==> src/rtl/fwb_loader.sv <==
module fwb_loader #(
  parameter int AW = 16,
  parameter int DW = 8,
  parameter int BUF_ITEMS = 32,
  parameter logic [7:0] SETUP_CMD = 8'hE8,
  parameter logic [7:0] GO_CMD = 8'hD0,
  parameter int IW = $clog2(BUF_ITEMS)
) (
  input  logic          clk,
  input  logic          rst_n,
  input  logic          wr_en,
  input  logic [AW-1:0] wr_addr,
  input  logic [DW-1:0] wr_data,
  input  logic          eng_busy,
  output logic          xsr_avail,
  output logic          seq_err,
  output logic          prog_err,
  output logic          aligned,
  output logic          prog_go,
  output logic [AW-1:0] prog_start,
  output logic [IW-1:0] prog_cnt,
  input  logic [IW-1:0] rd_idx,
  output logic [DW-1:0] rd_data
);

  typedef enum logic [2:0] {S_IDLE, S_CNT, S_FIRST, S_DATA, S_CONF} phase_t;

  phase_t        ph;
  logic [IW-1:0] left;
  logic [DW-1:0] mem [BUF_ITEMS];

  wire [7:0]    cmd    = wr_data[7:0];
  wire [AW-1:0] off    = wr_addr - prog_start;
  wire          in_win = off <= AW'(prog_cnt);
  wire          big    = wr_data > DW'(BUF_ITEMS - 1);
  wire          store  = wr_en && (ph == S_FIRST || (ph == S_DATA && in_win));
  wire [IW-1:0] widx   = (ph == S_FIRST) ? '0 : off[IW-1:0];

  assign rd_data = mem[rd_idx];

  always_ff @(posedge clk) begin
    if (store) mem[widx] <= wr_data;
  end

  always_ff @(posedge clk or negedge rst_n) begin
    if (!rst_n) begin
      ph         <= S_IDLE;
      xsr_avail  <= 1'b0;
      seq_err    <= 1'b0;
      prog_err   <= 1'b0;
      aligned    <= 1'b0;
      prog_go    <= 1'b0;
      prog_start <= '0;
      prog_cnt   <= '0;
      left       <= '0;
    end else begin
      prog_go <= 1'b0;
      if (wr_en) begin
        case (ph)
          S_IDLE: if (cmd == SETUP_CMD) begin
            xsr_avail <= !eng_busy;
            seq_err   <= 1'b0;
            prog_err  <= 1'b0;
            if (!eng_busy) ph <= S_CNT;
          end
          S_CNT: if (big) begin
            seq_err <= 1'b1;
            ph      <= S_IDLE;
          end else begin
            prog_cnt <= wr_data[IW-1:0];
            ph       <= S_FIRST;
          end
          S_FIRST: begin
            prog_start <= wr_addr;
            aligned    <= wr_addr[IW-1:0] == '0;
            left       <= prog_cnt;
            ph         <= (prog_cnt == '0) ? S_CONF : S_DATA;
          end
          S_DATA: if (!in_win) begin
            seq_err <= 1'b1;
            ph      <= S_IDLE;
          end else begin
            left <= left - 1'b1;
            if (left == IW'(1)) ph <= S_CONF;
          end
          S_CONF: begin
            if (cmd == GO_CMD) prog_go <= 1'b1;
            else begin
              prog_err <= 1'b1;
              seq_err  <= 1'b1;
            end
            ph <= S_IDLE;
          end
          default: ph <= S_IDLE;
        endcase
      end
    end
  end

  AST_GO_ONE_CYCLE: assert property (@(posedge clk) disable iff (!rst_n) prog_go |=> !prog_go);
  AST_GO_CLEAN: assert property (@(posedge clk) disable iff (!rst_n) prog_go |-> (xsr_avail && !seq_err && !prog_err));
  AST_PERR_WITH_SERR: assert property (@(posedge clk) disable iff (!rst_n) prog_err |-> seq_err);
  AST_BUSY_SETUP: assert property (@(posedge clk) disable iff (!rst_n)
    (wr_en && ph == S_IDLE && cmd == SETUP_CMD && eng_busy) |=> (!xsr_avail && ph == S_IDLE));
  AST_FREE_SETUP: assert property (@(posedge clk) disable iff (!rst_n)
    (wr_en && ph == S_IDLE && cmd == SETUP_CMD && !eng_busy) |=> (xsr_avail && !seq_err && ph == S_CNT));
  AST_BIG_COUNT: assert property (@(posedge clk) disable iff (!rst_n)
    (wr_en && ph == S_CNT && big) |=> (seq_err && ph == S_IDLE));
  AST_WINDOW_ABORT: assert property (@(posedge clk) disable iff (!rst_n)
    (wr_en && ph == S_DATA && !in_win) |=> (seq_err && xsr_avail && ph == S_IDLE));
  AST_IDLE_IGNORE: assert property (@(posedge clk) disable iff (!rst_n)
    (wr_en && ph == S_IDLE && cmd != SETUP_CMD) |=> ($stable(xsr_avail) && $stable(seq_err) && ph == S_IDLE));

endmodule

==> config.mk <==
export PLATFORM = sky130hd
export DESIGN_NAME = fwb_loader
export DESIGN_NICKNAME = d
export VERILOG_FILES = /design/src/rtl/fwb_loader.sv
export SDC_FILE = /design/constraint.sdc
export NUM_CORES = 1
export LEC_CHECK = 0
export BUFFER_PORTS_ARGS = -buffer_cell sky130_fd_sc_hd__clkbuf_2
export CAP_MARGIN = 0
export CORE_MARGIN = 2
export CORE_UTILIZATION = 35
export DETAILED_ROUTE_END_ITERATION = 8
export HOLD_SLACK_MARGIN = 0.06
export SLEW_MARGIN = 15
export SYNTH_ARGS = -nofsm -noshare
export SYNTH_HDL_FRONTEND = slang
export SYNTH_SLANG_ARGS = --single-unit
==> constraint.sdc <==
create_clock -name clk -period 6.03 [get_ports clk]
set_clock_uncertainty 0.2 [all_clocks]
set_input_delay 1.5075 -clock clk [delete_from_list [all_inputs] [get_ports clk]]
set_output_delay 1.5075 -clock clk [all_outputs]
set_load 0.05 [all_outputs]
# Word-level counts from Yosys, hierarchy flattened
# Memory sizes are Yosys's and may differ from the RTL's.
# Cells that the tools add are included.
# totals
regBits	34
mem_bits_rw	256
in_bits	33
wordCells	67
mem_count	1
# mem_list
name	words	width	rd	rd_clocked_by_memory_dff	wr	line	rtl
mem	32	8	1	0	1	30	logic [DW-1:0] mem [BUF_ITEMS];
# op_classes
n_addsub	2
n_lt_le_gt_ge	2
n_eq_ne	14
n_mux	21
bitwise_logic	1
n_reduce_logical	17
# ops
cell	n
$eq A8 B8 Y1 const B	2
$le A16 B5 Y1	1
$sub A16 B16 Y16	1
$mux W3	5
$ne A2 B2 Y1 const B	6
$pmux W3 S4	1
$logic_not A5 Y1	2
$mux W5	2
$pmux W5 S2	1
$mux W1	9
$reduce_and A3 Y1	3
$gt A8 B5 Y1 const B	1
$reduce_and A4 Y1	2
$eq A3 B2 Y1 const B	2
$reduce_and A6 Y1	1
$eq A5 B1 Y1 const B	1
$sub A5 B1 Y5 const B	1
$pmux W1 S4	1
$reduce_bool A2 Y1	2
$reduce_bool A4 Y1	1
$eq A3 B1 Y1 const B	1
$eq A3 B3 Y1 const B	1
$logic_not A3 Y1	1
$ne A3 B2 Y1 const B	1
other kinds (7)	8

# Logic depth before layout (Yosys ltp)
# logic_depth
depth_word	7
depth_mapped	17
ltp_nobuf	16

# Worst setup path after synthesis
# No wires, ideal clock.
# synth_timing
kind	input-to-reg
start	input port wr_addr[0]
end	memory mem[0][0], enable pin
setup_ns	0.384
arrival_ns	5.005
slack_ns	0.441
cell_stages	16
cell_sequence	inv_1 > ha_1 > fa_1 > nand2b_1 > nand2b_1 > a21oi_1 > xnor2_1 > ha_1 > nor2_1 > a31oi_1 > a222oi_1 > and4bb_1 > and2b_1 > and4_1 > nand4_1 > o21ai_0
# synth_between
elab_chain_cells	7
# synth_rtl
element	line	rtl
start: declaration	12	input logic [AW-1:0] wr_addr,
$sub A16 B16 Y16 *	33	wire [AW-1:0] off = wr_addr - prog_start;
$le A16 B5 Y1	34	wire in_win = off <= AW'(prog_cnt);
$logic_and A1 B1 Y1	36	wire store = wr_en && (ph == S_FIRST || (ph == S_DATA && in_win));
$logic_or A1 B1 Y1	36	
$logic_and A1 B1 Y1	36	
$mux W1	42	if (store) mem[widx] <= wr_data;
$mux W1 (not written as such)	42	
end: declaration	30	
# Mark *: on every way between the ends. The rest lies on a longest branch, timed or not.

# Final worst setup path
# layout_timing
start	input port rd_idx[0]
end	output port rd_data[2]
# layout_between
elab_chain_cells	1
# layout_rtl
element	line	rtl
start: declaration	22	input logic [IW-1:0] rd_idx,
$mem_v2 Z32 W8	-	
end: declaration	23	output logic [DW-1:0] rd_data
# Every way passes these cells.

==> results.toml <==
[floorplan]
die-area_um2 = 37030
ioPinCount = 67
dieWidth_um = 192.4
core-area_um2 = 35220
die_h_um = 192.4
rows = 69
start_util_pct = 35.28

[critical_path]
startpoint = "rd_idx[0]"
r2r_end = "mem[13][2]"
reg2reg_from = "prog_start[1]"
critPathCaptureType = "output port"
path_cells = "buf_4, buf_4, mux4_2, mux4_2, mux2_2, clkbuf_2"
worstPathArrival_ps = 3770
crit_path_end = "rd_data[2]"
cp_slowest_cell = "mux4_2"
crit_fanout = 14
cp.depth = 6
slowest_delay_ps = 590
required_ps = 4320
crit_type = "in2out"
cp_top_family = "multiplexers"
crit_buf_inv = 3
reg2reg_depth = 15
r2r_slack_ps = 1230
worst_setup_path_start_kind = "primary input"

[grt]
grt_pass1_wl_um = 44370
grtUsageMet1_pct = 24.16
use_met3_pct = 2.582
grt_max_degree = 65
grt-ovfl-total = 0
grt_pass1_vias = 6923
antenna_found_initial = 0
busiest_layer = "met2"
grt_use_met2_pct = 25.21
grtUsageTotal_pct = 16.23

[sta]
fmax_mhz = 182.6
slew_violations = 0
setup_ws_ps = 552.5
slew_headroom_pct = 32.39
finalCritPeriodShare_pct = 90.84
hold_viol_final = 0
fin_crit_ps = 5477
worst-slew-pin-transition_ps = 1013
fin_tns_setup_ps = 0
setup_viol = 0
fin_hold_ws_ps = 278.7
rsz0062_at_grt = "false"

[clock_network]
numCtsBuffers = 30
cts_tree = "done"
cts_sinks = 290
postCtsSetupBuffers = 0
postCtsHoldBufs = 0
cts.repair.resized = 0
clk_latency_ps = 550
root_buffer = "clkbuf_16"
cts.path.max_buffers = 3
h-tree-depth = 1
clkTransAtPathRegs_ps = 60

[power]
total_power_mw = 5.827
powerDensity_nw_per_um2 = 400.3
p_leak_nw = 4.999
peakVddDrop_mv = 0.2962

[route]
routed_wl_um = 29460
num_vias = 6954
drcViolationCount = 0
ant_nets = 0
first_iter_violations = 570
via_per_inst = 5.329
drt-pass1-iter-count = 5
wl_per_cell_um = 22.57

[place]
place_area_um2 = 13550
routabilityCongestion = 0.7869
portBuffers = 66
pre_cts_slack_ps = 13.49
dp_hpwl_um = 19790

[job]
maxCapViolations = 0

[synthesis]
async_flop_share_pct = 11.72
synth_cell_types = 59
syn-instance-count = 714
yosys_warnings = 0
ys_seq_area_share_pct = 68.71
synth_ff_type = "edfxtp_1"
postSynthAreaPerCell_um2 = 17.40
synth_area_um2 = 12430
synth_nets = 770
synth_seq_cells = 290
synth_edf_count = 256

[final_layout]
final_common_cell = "edfxtp_1"
fin_area_um2 = 14560
antenna_cells = 0
area_growth_syn_to_layout_pct = 17.13
fin_nets = 878
mostFrequentLayoutCells = "256 x edfxtp_1, 80 x mux4_2, 65 x clkbuf_2"
drive_above_1_share_pct = 30.21

[outcome]
status = "complete, no violations"

[worst_hold_path]
min_from = "xsr_avail"
min_path_type = "reg2reg"
worst min-delay path, stage by stage, from the launching register on:
cell and delay [ps]:
dfrtp_1 340, nand2_1 40, o21ai_0 60
registers in the layout, summed over array words and instances (netlist names):
register,count
prog_go,1
xsr_avail,1
prog_cnt,5
aligned,1
ph,3
mem,256
seq_err,1
prog_err,1
left,5
prog_start,16
power breakdown:
part           internal (mW)  total [mW]  switching [mW]  leakage [nW]
clock network           1.09        1.86           0.776         0.475
logic                  0.524        1.57            1.05          1.80
registers               2.29        2.39          0.0996          2.72
metal layers:
metal	up-vias	part of all wire, %	wire length [um]
met4	0	2.0	592
met3	34	7.0	2071
li1	3077	-	-
met1	3560	45	13350
met2	283	46	13440
met5	-	0	0
stage by stage:
stage	utilization, %	cells
after CTS	41.32	1305
final	41.32	1305
after floorplan	-	714
after global placement	38.47	1251
after detailed placement	38.47	1251
after global routing	41.32	1305
area by class of cell:
cell class / instances / area (um2)
clock buffers: 34 / 765.7
clock inverters: 20 / 240.2
fillers: 3177 / 20670
inverters: 31 / 116.4
multi-input cells: 366 / 3670
flip-flops and latches: 290 / 8538
well taps: 461 / 576.8
repair buffers: 103 / 648.1
how the worst min path moves through the flow:
stage,end,slack [ps],cells after the start
finish,xsr_avail,280,2
floorplan,left[4],320,1
CTS,xsr_avail,280,2
global placement,xsr_avail,270,2
detailed placement,xsr_avail,270,2
global route,xsr_avail,330,2
kinds of logic (layout without fill, tap and decap cells):
logic type,Yosys count,after routing,share of synthesized area [%]
mux,100,100,16.28
simple gates,158,158,6.333
buf+inv,58,188,1.782
fa+ha+maj,23,23,2.376
compound gates,80,80,4.168
xor+xnor,5,5,0.3525
flops,290,290,68.71
Yosys cell counts, types with 3 or more instances:
cell / number / area [um2]
edfxtp_1: 256 / 7687
mux4_2: 80 / 1802
nor2_1: 54 / 202.7
nand2_1: 38 / 142.6
dfrtp_1: 34 / 850.8
inv_1: 30 / 112.6
o21ai_0: 29 / 145.1
ha_1: 22 / 275.3
mux2_2: 17 / 191.4
clkbuf_1: 14 / 52.55
a21oi_1: 13 / 65.06
nor3_1: 12 / 60.06
buf_1: 10 / 37.54
nand2b_1: 8 / 50.05
nand3_1: 8 / 40.04
nand3b_1: 6 / 45.04
a31oi_1: 4 / 25.02
and2_1: 4 / 25.02
o211ai_1: 4 / 30.03
or4_1: 4 / 30.03
a211oi_1: 3 / 22.52
a21o_1: 3 / 22.52
buf_2: 3 / 15.01
mux2i_1: 3 / 30.03
nand4_1: 3 / 18.77
nor2b_1: 3 / 18.77
or3_1: 3 / 18.77
xnor2_1: 3 / 26.28
(Power assumes the default switching activity.)
